### src/rtl/gpio_bank_pkg.sv
// Shared constants for the GPIO bank: setting indices and the address map.
// Assumes a 6-bit word address; setting k owns addresses 4k, 4k+1, 4k+2.
package gpio_bank_pkg;
    localparam int ADDR_W    = 6;
    localparam int NUM_CFG   = 8;
    localparam int CFG_OWN   = 0;
    localparam int CFG_OE    = 1;
    localparam int CFG_DOUT  = 2;
    localparam int CFG_PULL  = 3;
    localparam int CFG_OD    = 4;
    localparam int CFG_FILT  = 5;
    localparam int CFG_MASK  = 6;
    localparam int CFG_SELB  = 7;
    localparam int KIND_SET  = 0;
    localparam int KIND_CLR  = 1;
    localparam int KIND_READ = 2;
    localparam logic [ADDR_W-1:0] ADDR_LEVEL  = 6'h20;
    localparam logic [ADDR_W-1:0] ADDR_STATUS = 6'h21;

    // Word address of one access kind of one setting.
    function automatic logic [ADDR_W-1:0] cfg_addr(input int idx, input int kind);
        logic [31:0] full;
        full = 32'(idx * 4 + kind);
        return full[ADDR_W-1:0];
    endfunction
endpackage

### src/rtl/gpio_setclr_reg.sv
// One per-pin setting vector changed only by set and clear masks.
// Assumes set and clear are not both 1 for one bit; if they are, clear wins.
module gpio_setclr_reg #(
    parameter int W = 32,
    parameter logic [W-1:0] RST_VAL = '0
) (
    input  logic         clk,
    input  logic         rst_n,
    input  logic [W-1:0] set_mask,
    input  logic [W-1:0] clr_mask,
    output logic [W-1:0] q
);
    // Apply the set mask, then the clear mask; hold bits that are 0 in both.
    always_ff @(posedge clk) begin
        if (!rst_n) q <= RST_VAL;
        else        q <= (q | set_mask) & ~clr_mask;
    end
endmodule

### src/rtl/gpio_in_cond.sv
// Input path: two-flop synchronizer, optional two-sample agreement filter,
// and detection of any level change on the selected level.
// Assumes pad_in is asynchronous and held at 0 while reset is active.
module gpio_in_cond #(
    parameter int W = 32
) (
    input  logic         clk,
    input  logic         rst_n,
    input  logic [W-1:0] pad_in,
    input  logic [W-1:0] filt_en,
    output logic [W-1:0] lvl_sync,
    output logic [W-1:0] change
);
    logic [W-1:0] sync1_q, sync2_q, samp_q, filt_q, prev_q;
    logic [W-1:0] agree, sel_lvl;

    // A filtered bit may move only when two samples in a row agree.
    assign agree   = ~(sync2_q ^ samp_q);
    assign sel_lvl = (filt_en & filt_q) | (~filt_en & sync2_q);

    // Synchronize, filter and remember the previous selected level.
    always_ff @(posedge clk) begin
        if (!rst_n) begin
            sync1_q <= '0;
            sync2_q <= '0;
            samp_q  <= '0;
            filt_q  <= '0;
            prev_q  <= '0;
        end else begin
            sync1_q <= pad_in;
            sync2_q <= sync1_q;
            samp_q  <= sync2_q;
            filt_q  <= (agree & sync2_q) | (~agree & filt_q);
            prev_q  <= sel_lvl;
        end
    end

    assign lvl_sync = sync2_q;
    assign change   = sel_lvl ^ prev_q;
endmodule

### src/rtl/gpio_pin_mux.sv
// Combinational pin routing: picks the GPIO, function A or function B drive
// for each pin, applies open-drain, and gates the pad level to the functions.
// Assumes all inputs are per-pin vectors of equal width.
module gpio_pin_mux #(
    parameter int W = 32
) (
    input  logic [W-1:0] own,
    input  logic [W-1:0] selb,
    input  logic [W-1:0] oe,
    input  logic [W-1:0] dout,
    input  logic [W-1:0] od,
    input  logic [W-1:0] pfa_out,
    input  logic [W-1:0] pfa_oe,
    input  logic [W-1:0] pfb_out,
    input  logic [W-1:0] pfb_oe,
    input  logic [W-1:0] pad_in,
    output logic [W-1:0] pad_out,
    output logic [W-1:0] pad_oe,
    output logic [W-1:0] pfa_in,
    output logic [W-1:0] pfb_in
);
    logic [W-1:0] src_out, src_oe, to_a, to_b;

    // Choose the drive source of every pin and apply open-drain.
    always_comb begin
        to_a    = ~own & ~selb;
        to_b    = ~own & selb;
        src_out = (own & dout) | (to_a & pfa_out) | (to_b & pfb_out);
        src_oe  = (own & oe)   | (to_a & pfa_oe)  | (to_b & pfb_oe);
        pad_out = src_out & ~od;
        pad_oe  = src_oe & (~od | ~src_out);
        pfa_in  = pad_in & to_a;
        pfb_in  = pad_in & to_b;
    end
endmodule

### src/rtl/gpio_bank_ctrl.sv
// GPIO bank top: register decode, eight set/clear settings, input
// conditioning, pending flags cleared on read, and the bank interrupt.
// Assumes one bus access per cycle; read data is combinational from address.
module gpio_bank_ctrl
    import gpio_bank_pkg::*;
#(
    parameter int PINS = 32
) (
    input  logic              clk,
    input  logic              rst_n,
    input  logic              bus_sel,
    input  logic              bus_wr,
    input  logic [ADDR_W-1:0] bus_addr,
    input  logic [PINS-1:0]   bus_wdata,
    output logic [PINS-1:0]   bus_rdata,
    input  logic [PINS-1:0]   pad_in,
    output logic [PINS-1:0]   pad_out,
    output logic [PINS-1:0]   pad_oe,
    output logic [PINS-1:0]   pad_pull_en,
    input  logic [PINS-1:0]   pfa_out,
    input  logic [PINS-1:0]   pfa_oe,
    output logic [PINS-1:0]   pfa_in,
    input  logic [PINS-1:0]   pfb_out,
    input  logic [PINS-1:0]   pfb_oe,
    output logic [PINS-1:0]   pfb_in,
    output logic              bank_irq
);
    logic [NUM_CFG-1:0][PINS-1:0] cfg_q;
    logic [NUM_CFG-1:0][PINS-1:0] set_m, clr_m;
    logic [PINS-1:0] own_q, oe_q, dout_q, od_q, filt_q, mask_q, selb_q;
    logic [PINS-1:0] lvl, chg, pend_q;
    logic            rd_stat;

    // One set/clear register per setting; ownership and pull-up reset to 1.
    for (genvar k = 0; k < NUM_CFG; k++) begin : g_cfg
        localparam logic [PINS-1:0] RV = (k == CFG_OWN || k == CFG_PULL) ? '1 : '0;
        assign set_m[k] = (bus_sel && bus_wr && bus_addr == cfg_addr(k, KIND_SET)) ? bus_wdata : '0;
        assign clr_m[k] = (bus_sel && bus_wr && bus_addr == cfg_addr(k, KIND_CLR)) ? bus_wdata : '0;
        gpio_setclr_reg #(.W(PINS), .RST_VAL(RV)) u_reg (
            .clk(clk), .rst_n(rst_n),
            .set_mask(set_m[k]), .clr_mask(clr_m[k]), .q(cfg_q[k])
        );
    end

    assign own_q       = cfg_q[CFG_OWN];
    assign oe_q        = cfg_q[CFG_OE];
    assign dout_q      = cfg_q[CFG_DOUT];
    assign od_q        = cfg_q[CFG_OD];
    assign filt_q      = cfg_q[CFG_FILT];
    assign mask_q      = cfg_q[CFG_MASK];
    assign selb_q      = cfg_q[CFG_SELB];
    assign pad_pull_en = cfg_q[CFG_PULL];

    gpio_in_cond #(.W(PINS)) u_in (
        .clk(clk), .rst_n(rst_n), .pad_in(pad_in), .filt_en(filt_q),
        .lvl_sync(lvl), .change(chg)
    );

    gpio_pin_mux #(.W(PINS)) u_mux (
        .own(own_q), .selb(selb_q), .oe(oe_q), .dout(dout_q), .od(od_q),
        .pfa_out(pfa_out), .pfa_oe(pfa_oe), .pfb_out(pfb_out), .pfb_oe(pfb_oe),
        .pad_in(pad_in), .pad_out(pad_out), .pad_oe(pad_oe),
        .pfa_in(pfa_in), .pfb_in(pfb_in)
    );

    assign rd_stat = bus_sel && !bus_wr && bus_addr == ADDR_STATUS;

    // Pending flags: a status read clears them, and new changes are ORed in last.
    always_ff @(posedge clk) begin
        if (!rst_n) pend_q <= '0;
        else        pend_q <= (rd_stat ? '0 : pend_q) | chg;
    end

    assign bank_irq = |(pend_q & mask_q);

    // Read multiplexer over the setting read-backs, pad levels and status.
    always_comb begin
        bus_rdata = '0;
        if (bus_addr == ADDR_LEVEL)
            bus_rdata = lvl;
        else if (bus_addr == ADDR_STATUS)
            bus_rdata = pend_q;
        else if (!bus_addr[5] && bus_addr[1:0] == 2'd2)
            bus_rdata = cfg_q[bus_addr[4:2]];
    end
endmodule

### config.mk
export PLATFORM = sky130hd
export DESIGN_NAME = gpio_bank_ctrl
export DESIGN_NICKNAME = d
export VERILOG_FILES = /design/src/rtl/gpio_bank_pkg.sv /design/src/rtl/gpio_setclr_reg.sv /design/src/rtl/gpio_in_cond.sv /design/src/rtl/gpio_pin_mux.sv /design/src/rtl/gpio_bank_ctrl.sv
export SDC_FILE = /design/constraint.sdc
export NUM_CORES = 1
export LEC_CHECK = 0
export BUFFER_PORTS_ARGS = -buffer_cell sky130_fd_sc_hd__buf_2
export CAP_MARGIN = 5
export CORE_UTILIZATION = 40
export DETAILED_ROUTE_END_ITERATION = 10
export REMOVE_ABC_BUFFERS = 1
export SLEW_MARGIN = 20
export SYNTH_ARGS = -nofsm -noshare
export SYNTH_HDL_FRONTEND = slang
export SYNTH_SLANG_ARGS = --single-unit
### constraint.sdc
create_clock -name clk -period 4.24 [get_ports clk]
set_clock_uncertainty 0.15 [all_clocks]
set_input_delay 0 -clock clk [delete_from_list [all_inputs] [get_ports clk]]
set_output_delay 0 -clock clk [all_outputs]
set_load 0.005 [all_outputs]
==> impl_metrics.csv, run 1 <==
group,metric,value,unit
outcome,status,"complete, no violations",
yosys,synth_enable_flop_cells,0,
yosys,synthesis.area,19900,µm²
yosys,yosys.cell_count.top_type,"sky130_fd_sc_hd__dfxtp_1",
final_layout,fin_nets,2702,
clocking,cts_tree,"done",
yosys,ys_warn_count,0,
global_route,grt_remaining_overflow,0,
sta,setup_slack,1.49,ns
power,ir_drop,0.000297,V
worst_setup_path,crit_type,"in -> out",
sta,unrepaired_setup_endpoints_after_global_routing,"no",
sta,timing.max_slew.rel_slack,24.5,%
die,starting_density_of_the_core,40.7,%
placed_design,place_hpwl,43000,µm
detailed_routing,route.detailed.vias_per_inst,5.67,
clocking,clkSinkCount,448,
yosys,post_synth_most_frequent_cells,"448 x sky130_fd_sc_hd__dfxtp_1, 384 x sky130_fd_sc_hd__a21oi_1, 242 x sky130_fd_sc_hd__a211oi_1, 150 x sky130_fd_sc_hd__mux2i_1, 129 x sky130_fd_sc_hd__and2_1",
clocking,post-cts-setup-buffers,0,
worst_setup_path,startpoint_types,"input port",
worst_setup_path,largest_fanout_of_any_net_on_the_critical_path,64,
clocking,path_clk_slew,0.06,ns
placed_design,weighted_congestion_at_the_end_of_routability_driven_global_placement,0.796,
global_route,grt_max_degree,157,
die,core,49100,µm²
sta,maximum_frequency_from_static_timing_analysis,0.363,GHz
clocking,numCtsBuffers,48,
detailed_routing,detailedRoute.firstIterationViolations,1485,
detailed_routing,num_vias,18100,
die,die_x,225,µm
yosys,post_synth.cell_area_avg,9.28,µm²
die,fp.dieArea,50800,µm²
yosys,synthesized_flop_and_latch_total,448,
worst_setup_path,critical_path.endpoint_type,"output port",
sta,final_min_period_over_clock_period,64.9,%
final_layout,post_route_cells_drive_above_1_share,22.2,%
worst_setup_path,timing.critical_path.arrival,2.60,ns
sta,hold_ws,0.0323,ns
final_layout,post_layout_nonfiller_instances,3199,
sta,timing.final.crit_period,2.75,ns
clocking,clk_path_buf_depth,3,
die,num_rows,81,
clocking,cts.root.buffer_cell,"sky130_fd_sc_hd__clkbuf_16",
sta,finish_stage_setup_viols,0,
placed_design,place_inst,3049,
sta,setup_tns,0,ns
yosys,post_synthesis_sequential_area_ratio,45.0,%
power,leak_pwr,9.40,nW
global_route,global_route.usage.total,26.1,%
placed_design,io_buffer_count,394,
sta,final_hold_viol_count,0,
final_layout,syn2layout_area_growth,22.8,%
detailed_routing,drcViolationCount,0,
global_route,grt_first_pass_wirelength,102000,µm
power,power-per-cell-area,373,nW/µm²
sta,final_max_slew_viol_count,0,
detailed_routing,drt-wirelength-per-cell,21.2,µm
clocking,ctsHtreeMaxLevel,2,
sta,max_slew.worst_pin.slew,1.13,ns
final_layout,layout.filler_cells,4654,
global_route,antenna_violations_before_repair,0,
detailed_routing,first_pass_iters,6,
yosys,async_reset_ff_share,0,%
yosys,post_synth_main_area_contributors,"sky130_fd_sc_hd__dfxtp_1 45%, sky130_fd_sc_hd__a21oi_1 9.6%, sky130_fd_sc_hd__a211oi_1 9.1%",
job,number_of_max_cap_violations,0,
yosys,synthCells,2148,
yosys,synth-main-ff-cell,"sky130_fd_sc_hd__dfxtp_1",
die,io-pin-count,395,
yosys,post-synth-top-area-fraction,45.0,%
min_path,hp-class,"in -> reg",
yosys,synth.distinct_cells,47,
placed_design,pre_cts_ws,1.53,ns
yosys,synth.largest_area_cell,"sky130_fd_sc_hd__dfxtp_1",
clocking,worstSkewPairLatency,0.59,ns
worst_setup_path,critPathRequiredTime,4.09,ns
global_route,first_global_vias,17200,
die,die-height,225,µm
detailed_routing,finalWirelength,67700,µm
final_layout,diodes,0,
detailed_routing,drtAntennaViolNets,0,
## critical path, stage by stage
cell                      delay (ns)
sky130_fd_sc_hd__buf_6          0.28
sky130_fd_sc_hd__nor4b_1        0.54
sky130_fd_sc_hd__nor3b_4        0.88
sky130_fd_sc_hd__buf_4          0.37
sky130_fd_sc_hd__a22oi_1        0.09
sky130_fd_sc_hd__nand2_1        0.25
sky130_fd_sc_hd__buf_2          0.16
## power breakdown
group | total (mW) | internal, mW | switching (mW)
registers | 4.34 | 4.28 | 0.0595
logic | 0.619 | 0.256 | 0.363
clock network | 4.17 | 2.46 | 1.70
## cells by family (layout without fill, tap and decap cells)
family	Yosys count	count (layout)	share of synthesized area, %
AOI/OAI and AO/OA	808	808	24.6
and+or+nand+nor	488	488	14.0
DFF	448	448	45.0
buffers and inverters	192	579	4.35
muxes	180	180	10.7
xor gates and xnor gates	32	32	1.41
## final timing paths
check / from / endpoint / slack, ns / depth (start not counted)
max: bus_addr[3] / bus_rdata[9] / 1.49 / 7
min: pad_in[16] / u_in.sync1_q[16] / 0.03 / 3
max reg2reg: g_cfg[5].u_reg.q[24] / pend_q[24] / 2.96 / 4
min reg2reg: u_in.sync1_q[15] / u_in.lvl_sync[15] / 0.28 / 1
## routing by layer
| layer | GRT usage [%] | vias up | routed length (µm) |
|---|---|---|---|
| met1 | 35.8 | 8719 | 30400 |
| met4 | 7.31 | 0 | 1300 |
| met5 | 0 | - | 0 |
| met2 | 42.7 | 648 | 31500 |
| li1 | - | 8664 | - |
| met3 | 3.73 | 93 | 4450 |
## repair_timing
item / in CTS / in global routing
resized for setup: 0 / 0
hold buffers: 65 / 0
hold endpoints to repair: 331 / 0
## sequential cells by signal (all words and copies together) (netlist names), named ones only
name,cells
g_cfg.u_reg.q,256
pend_q,32
u_in.lvl_sync,32
u_in.prev_q,32
u_in.samp_q,32
u_in.sync1_q,32
## area by class of cell
class | instances | area (µm²) | area share [%]
Sequential cell | 448 | 8970 | 36.6
Tap cell | 664 | 831 | 3.39
Clock buffer | 74 | 1450 | 5.92
Timing Repair Buffer | 493 | 2930 | 12.0
Clock inverter | 11 | 115 | 0.470
Multi-Input combinational cell | 1508 | 10200 | 41.6
Inverter | 1 | 11.3 | 0.0460
## per-stage QoR
stage                     total power [mW]  util (%)  area, µm²
after floorplan                       4.65         -      19100
after global placement                4.99      45.3      22200
after detailed placement              5.00      45.4      22300
after CTS                             9.20      49.9      24500
after global routing                  9.43      49.9      24500
final                                 9.13      49.9      24500
## cell usage in the layout, fill, tap and decap left out, drive strengths merged, types with 34 or more instances in the layout
cell           n
dfxtp        448
buf          428
a21oi        384
a211oi       242
mux2i        150
and2         129
nor2         102
nand2         97
o21ai         96
clkbuf        74
dlygate4sd3   65
a22oi         34
nor3b         34
Power figures use the tool's default switching activity.
==> run 2: changes to the inputs <==
- clock period: 4.24 -> 2.6 ns (I/O delays scaled with it)
==> run 2 against run 1 <==
Against the previous run: power increased by 63%; sequential share of layout area shrank 0.68 points; routed wire length up 1.7%; combinational power up 71%; count of clock-buffer cells in the layout unchanged; core utilization increased by 0.94 points; critical path depth decreased by 3; cell area up 1.9%; register-to-register slack worse by 1.8 ns; critical path type is now reg -> out; critical endpoint is now bank_irq; largest power group unchanged.
==> impl_metrics.csv, run 2 (synthesized netlist as in run 1, its figures left out) <==
group,metric,value,unit
die,die_x,225,µm
final_layout,final_util,50.8,%
final_layout,layout.filler_cells,4622,
detailed_routing,drt-wirelength-per-cell,21.3,µm
die,fp.dieArea,50800,µm²
final_layout,largest_register_ffs,256,
outcome,status,"complete, no violations",
clocking,clkSinkCount,448,
global_route,grt_first_pass_wirelength,103000,µm
final_layout,fin_nets,2741,
clocking,cts.root.buffer_cell,"sky130_fd_sc_hd__clkbuf_16",
power,combPwrFrac,7.2,%
power,clock_power_share,45.2,%
die,die-height,225,µm
final_layout,layout.cells.most_common,"sky130_fd_sc_hd__dfxtp_1",
final_layout,multiInputGateArea,10200,µm²
placed_design,weighted_congestion_at_the_end_of_routability_driven_global_placement,0.801,
min_path,hp-class,"in -> reg",
sta,timing.final.crit_period,2.46,ns
worst_setup_path,timing.critical_path.arrival,2.31,ns
detailed_routing,first_pass_iters,5,
power,sequentialPowerShare,47.6,%
detailed_routing,drcViolationCount,0,
clocking,ctsHtreeMaxLevel,2,
detailed_routing,detailedRoute.firstIterationViolations,1366,
worst_setup_path,minimum_setup_slack_among_reg_to_reg_paths,1.21,ns
worst_setup_path,largest_fanout_of_any_net_on_the_critical_path,3,
min_path,min_delay_worst_endpoint,"u_in.sync1_q[18]",
global_route,grt_remaining_overflow,0,
global_route,grt_max_degree,129,
global_route,global_route.usage.total,26.4,%
detailed_routing,num_vias,18500,
power,switching_share,23.3,%
sta,unrepaired_setup_endpoints_after_global_routing,"no",
die,starting_density_of_the_core,40.7,%
placed_design,place_hpwl,44800,µm
sta,setup_tns,0,ns
sta,final_hold_viol_count,0,
power,power,14.9,mW
power,ir_drop,0.000400,V
clocking,clk_path_buf_depth,3,
die,core,49100,µm²
sta,timing.max_slew.rel_slack,50.4,%
final_layout,mostFrequentLayoutCells,"448 x sky130_fd_sc_hd__dfxtp_1, 390 x sky130_fd_sc_hd__buf_2, 384 x sky130_fd_sc_hd__a21oi_1",
worst_setup_path,timing.rr.start,"g_cfg[3].u_reg.q[10]",
sta,finish_stage_setup_viols,0,
power,net-switching-power,3.47,mW
min_path,worstHoldStart,"pad_in[18]",
detailed_routing,route.detailed.vias_per_inst,5.70,
clocking,path_clk_slew,0.06,ns
global_route,antenna_violations_before_repair,0,
final_layout,largest_register,"g_cfg.u_reg.q",
clocking,post-cts-setup-buffers,0,
worst_setup_path,critPathRequiredTime,2.45,ns
worst_setup_path,crit_type,"reg -> out",
clocking,worstSkewPairLatency,0.58,ns
global_route,first_global_vias,17100,
final_layout,syn2layout_area_growth,25.1,%
worst_setup_path,startpoint_types,"register",
power,p_int,11.4,mW
clocking,numCtsBuffers,48,
final_layout,diodes,0,
final_layout,seqCellArea,8970,µm²
worst_setup_path,timing.reg2reg.worst_path_depth,3,
die,num_rows,81,
power,power-per-cell-area,596,nW/µm²
sta,final_min_period_over_clock_period,94.6,%
die,io-pin-count,395,
clocking,cts_tree,"done",
sta,maximum_frequency_from_static_timing_analysis,0.407,GHz
placed_design,io_buffer_count,394,
power,leak_pwr,9.63,nW
worst_setup_path,critical_path.endpoint_type,"output port",
worst_setup_path,crit-reg2reg-capture,"g_cfg[3].u_reg.q[10]",
sta,hold_ws,0.0385,ns
job,number_of_max_cap_violations,0,
sta,final_max_slew_viol_count,0,
detailed_routing,finalWirelength,68900,µm
detailed_routing,drtAntennaViolNets,0,
final_layout,post_route_cells_drive_above_1_share,23.0,%
sta,max_slew.worst_pin.slew,0.744,ns
min_path,hold_path_depth,3,
[run 2: changes by cell type in the layout (fill, tap and decap cells not counted), sizes merged]
cell,previous run,this run
clkinv,6,8
dlygate4sd3,65,78
buf,428,454
bufinv,2,1
inv,3,1
clkinvlp,1,0
[run 2: power groups by stage]
stage / Clock, mW / Combinational [mW] / Sequential [mW]
final: 6.73 / 1.06 / 7.08
after detailed placement: 0 / 0.963 / 7.23
after global placement: 0 / 0.943 / 7.23
after floorplan: 0 / 0.389 / 7.19
after CTS: 6.82 / 1.06 / 7.08
after global routing: 7.10 / 1.15 / 7.09
[run 2: metrics by stage]
step	std cells	area, µm²	setup slack [ns]
floorplan	1957	19100	-4.54
global placement	3075	22600	0.552
detailed placement	3075	22600	0.567
CTS	3236	24900	0.0165
global route	3236	24900	0.109
finish	3236	24900	0.140
[run 2: worst max path at each step]
stage / from / to / slack [ns] / depth (start not counted)
after global placement: pend_q[28] / bank_irq / 0.55 / 4
final: pend_q[28] / bank_irq / 0.14 / 4
after CTS: pend_q[23] / bank_irq / 0.02 / 4
after global routing: pend_q[22] / bank_irq / 0.11 / 4
after detailed placement: pend_q[28] / bank_irq / 0.57 / 4
after floorplan: rst_n / g_cfg[3].u_reg.q[0] / -4.54 / 3
[run 2: per-layer routing]
metal	vias to the layer above	GRT usage, %	share of wire, %
li1	8744	-	-
met1	8881	36.8	45
met4	0	7.42	2.1
met3	89	3.96	7.0
met5	-	0	0
met2	736	42.3	46
[run 2: final cells by class]
cell class / count / share of cell area (%)
clock buffer: 74 / 5.89
clock inverter: 9 / 0.281
inverter: 1 / 0.0451
multi-input combinational: 1508 / 40.8
sequential: 448 / 36.0
tap: 664 / 3.33
timing repair buffer: 532 / 13.6
[run 2: timing repair]
action	4_1_cts	5_1_grt
resized for setup	1	2
endpoints found under the setup margin	1	1
hold endpoints to repair	368	0
hold buffers	78	0
[run 2: critical path: stages (launching register included)]
cell	delay, ns
sky130_fd_sc_hd__dfxtp_1	0.33
sky130_fd_sc_hd__a22oi_2	0.33
sky130_fd_sc_hd__nand4_1	0.21
sky130_fd_sc_hd__or4_1	0.67
sky130_fd_sc_hd__buf_2	0.18
==> run 3: changes to the inputs <==
- BUFFER_PORTS_ARGS: -buffer_cell sky130_fd_sc_hd__buf_2 -> -buffer_cell sky130_fd_sc_hd__buf_4
==> run 3 against run 2 <==
Against the previous run: sequential share of layout area decreased by 1.2 points; critical path depth unchanged; power increased by 1.3%; largest cell class unchanged.
==> impl_metrics.csv, run 3 (synthesized netlist as in run 1, its figures left out) <==
group,metric,value,unit
die,num_rows,81,
min_path,hold_path_depth,3,
worst_setup_path,cpMaxStageDelayCell,"sky130_fd_sc_hd__or4_1",
placed_design,io_buffer_count,394,
global_route,grtUsageMet1,36.1,%
clocking,cts.root.buffer_cell,"sky130_fd_sc_hd__clkbuf_16",
final_layout,mostFrequentLayoutCells,"448 x sky130_fd_sc_hd__dfxtp_1, 438 x sky130_fd_sc_hd__buf_4, 384 x sky130_fd_sc_hd__a21oi_1",
final_layout,post_route_cells_drive_above_1_share,22.9,%
clocking,path_clk_slew,0.06,ns
final_layout,syn2layout_area_growth,29.5,%
job,number_of_max_cap_violations,0,
worst_setup_path,worst_setup_path_endpoint,"bank_irq",
global_route,busiest_layer,"met2",
final_layout,seqCellArea,8970,µm²
sta,final_min_period_over_clock_period,95.9,%
global_route,grt_remaining_overflow,0,
detailed_routing,drtAntennaViolNets,0,
final_layout,largest_register,"g_cfg.u_reg.q",
final_layout,final_util,52.7,%
sta,timing.max_slew.rel_slack,40.7,%
sta,unrepaired_setup_endpoints_after_global_routing,"no",
detailed_routing,drcViolationCount,0,
clocking,ctsHtreeMaxLevel,2,
worst_setup_path,timing.reg2reg.worst_path_depth,4,
detailed_routing,detailedRoute.firstIterationViolations,1643,
worst_setup_path,startpoint_types,"register",
worst_setup_path,critical_path_cell_count,4,
global_route,global_route.usage.total,27.2,%
final_layout,multiInputGateArea,10200,µm²
global_route,grt_max_degree,93,
worst_setup_path,timing.critical_path.arrival,2.34,ns
global_route,first_global_vias,17500,
sta,final_hold_viol_count,0,
min_path,hp-class,"in -> reg",
final_layout,layout.cells.most_common,"sky130_fd_sc_hd__dfxtp_1",
die,fp.dieArea,50800,µm²
clocking,clk_path_buf_depth,3,
worst_setup_path,critPathTopFamily,"simple AND/OR/NAND/NOR gates",
sta,maximum_frequency_from_static_timing_analysis,0.401,GHz
clocking,cts_tree,"done",
final_layout,layout.filler_cells,4572,
final_layout,fin_nets,2736,
outcome,status,"complete, no violations",
die,core,49100,µm²
worst_setup_path,critical_path.endpoint_type,"output port",
power,ir_drop,0.000443,V
worst_setup_path,timing.rr.start,"g_cfg[5].u_reg.q[11]",
worst_setup_path,crit_type,"reg -> out",
worst_setup_path,crit_path_cell_trace,"a22oi_1 > nand4_1 > or4_1 > buf_4",
placed_design,place_hpwl,45500,µm
die,die-height,225,µm
die,io-pin-count,395,
detailed_routing,num_vias,18300,
global_route,antenna_violations_before_repair,2,
sta,finish_stage_setup_viols,0,
sta,hold_ws,0.0299,ns
global_route,grt_first_pass_wirelength,106000,µm
placed_design,weighted_congestion_at_the_end_of_routability_driven_global_placement,0.812,
worst_setup_path,critical_path.max_stage_delay,0.63,ns
die,die_x,225,µm
sta,max_slew.worst_pin.slew,0.890,ns
global_route,globalRouteMet3Util,4.89,%
worst_setup_path,path_buf_inv,1,
worst_setup_path,minimum_setup_slack_among_reg_to_reg_paths,1.34,ns
detailed_routing,route.detailed.vias_per_inst,5.68,
final_layout,diodes,0,
power,leak_pwr,9.81,nW
detailed_routing,drt-wirelength-per-cell,21.9,µm
worst_setup_path,critPathRequiredTime,2.45,ns
sta,timing.final.crit_period,2.49,ns
global_route,use_met2,44.8,%
detailed_routing,first_pass_iters,5,
clocking,numCtsBuffers,49,
power,power-per-cell-area,584,nW/µm²
detailed_routing,finalWirelength,70800,µm
worst_setup_path,worstSetupStartpoint,"pend_q[23]",
die,starting_density_of_the_core,40.7,%
sta,final_max_slew_viol_count,0,
clocking,clkSinkCount,448,
worst_setup_path,crit-reg2reg-capture,"pend_q[11]",
final_layout,largest_register_ffs,256,
worst_setup_path,largest_fanout_of_any_net_on_the_critical_path,3,
clocking,worstSkewPairLatency,0.58,ns
run 3: cell count changes in the layout (fill, tap and decap cells not counted), sizes merged:
cell | previous run | this run
buf | 454 | 449
bufinv | 1 | 3
clkbuf | 74 | 66
clkinvlp | 0 | 2
dlygate4sd3 | 78 | 77
inv | 1 | 4
run 3: per-stage QoR:
step	instance area (µm²)	power [mW]	worst slack, ns	std cells	setup TNS (ns)
6_report	25800	15.1	0.107	3229	0
5_1_grt	25800	15.6	0.0332	3229	0
4_1_cts	25800	15.1	0.0374	3229	0
3_5_place_dp	23500	8.28	0.533	3070	0
3_3_place_gp	23500	8.26	0.592	3070	0
2_1_floorplan	19100	7.58	-4.54	1957	-1015.26
run 3: worst min-delay path by stage:
| stage | to | slack [ns] | startpoint |
|---|---|---|---|
| after floorplan | g_cfg[0].u_reg.q[0] | -0.07 | rst_n |
| after global placement | u_in.sync1_q[14] | 0.07 | pad_in[14] |
| after detailed placement | u_in.sync1_q[18] | 0.07 | pad_in[18] |
| after CTS | u_in.sync1_q[16] | 0.0003 | pad_in[16] |
| final | u_in.sync1_q[16] | 0.03 | pad_in[16] |
| after global routing | u_in.sync1_q[16] | 0.03 | pad_in[16] |
run 3: metal layers:
layer	share of wire [%]	vias up
met4	2.3	2
met1	43	8812
met3	7.3	106
met5	0.018	-
met2	48	699
li1	-	8721
run 3: worst min-delay path, cell delays in order:
cell and delay (ns):
sky130_fd_sc_hd__dlygate4sd3_1 0.52, sky130_fd_sc_hd__buf_4 0.11, sky130_fd_sc_hd__and2_1 0.10
run 3: repair_timing:
action	4_1_cts	5_1_grt
endpoints found under the hold margin	350	0
endpoints found under the setup margin	1	1
hold buffers	77	0
buffers inserted	0	0
gates resized for setup	1	1
run 3: where the power goes:
| part | switching, mW | internal, mW | leakage (nW) |
|---|---|---|---|
| combinational | 0.612 | 0.544 | 5.40 |
| sequential | 0.0950 | 6.99 | 3.64 |
| clock | 2.81 | 4.02 | 0.773 |
run 3: final cells by class:
class / count / area share [%]
clock inverter: 16 / 0.673
sequential: 448 / 34.7
tap: 664 / 3.22
inverter: 1 / 0.0436
clock buffer: 66 / 5.38
multi-input combinational: 1508 / 39.4
timing repair buffer: 526 / 16.5
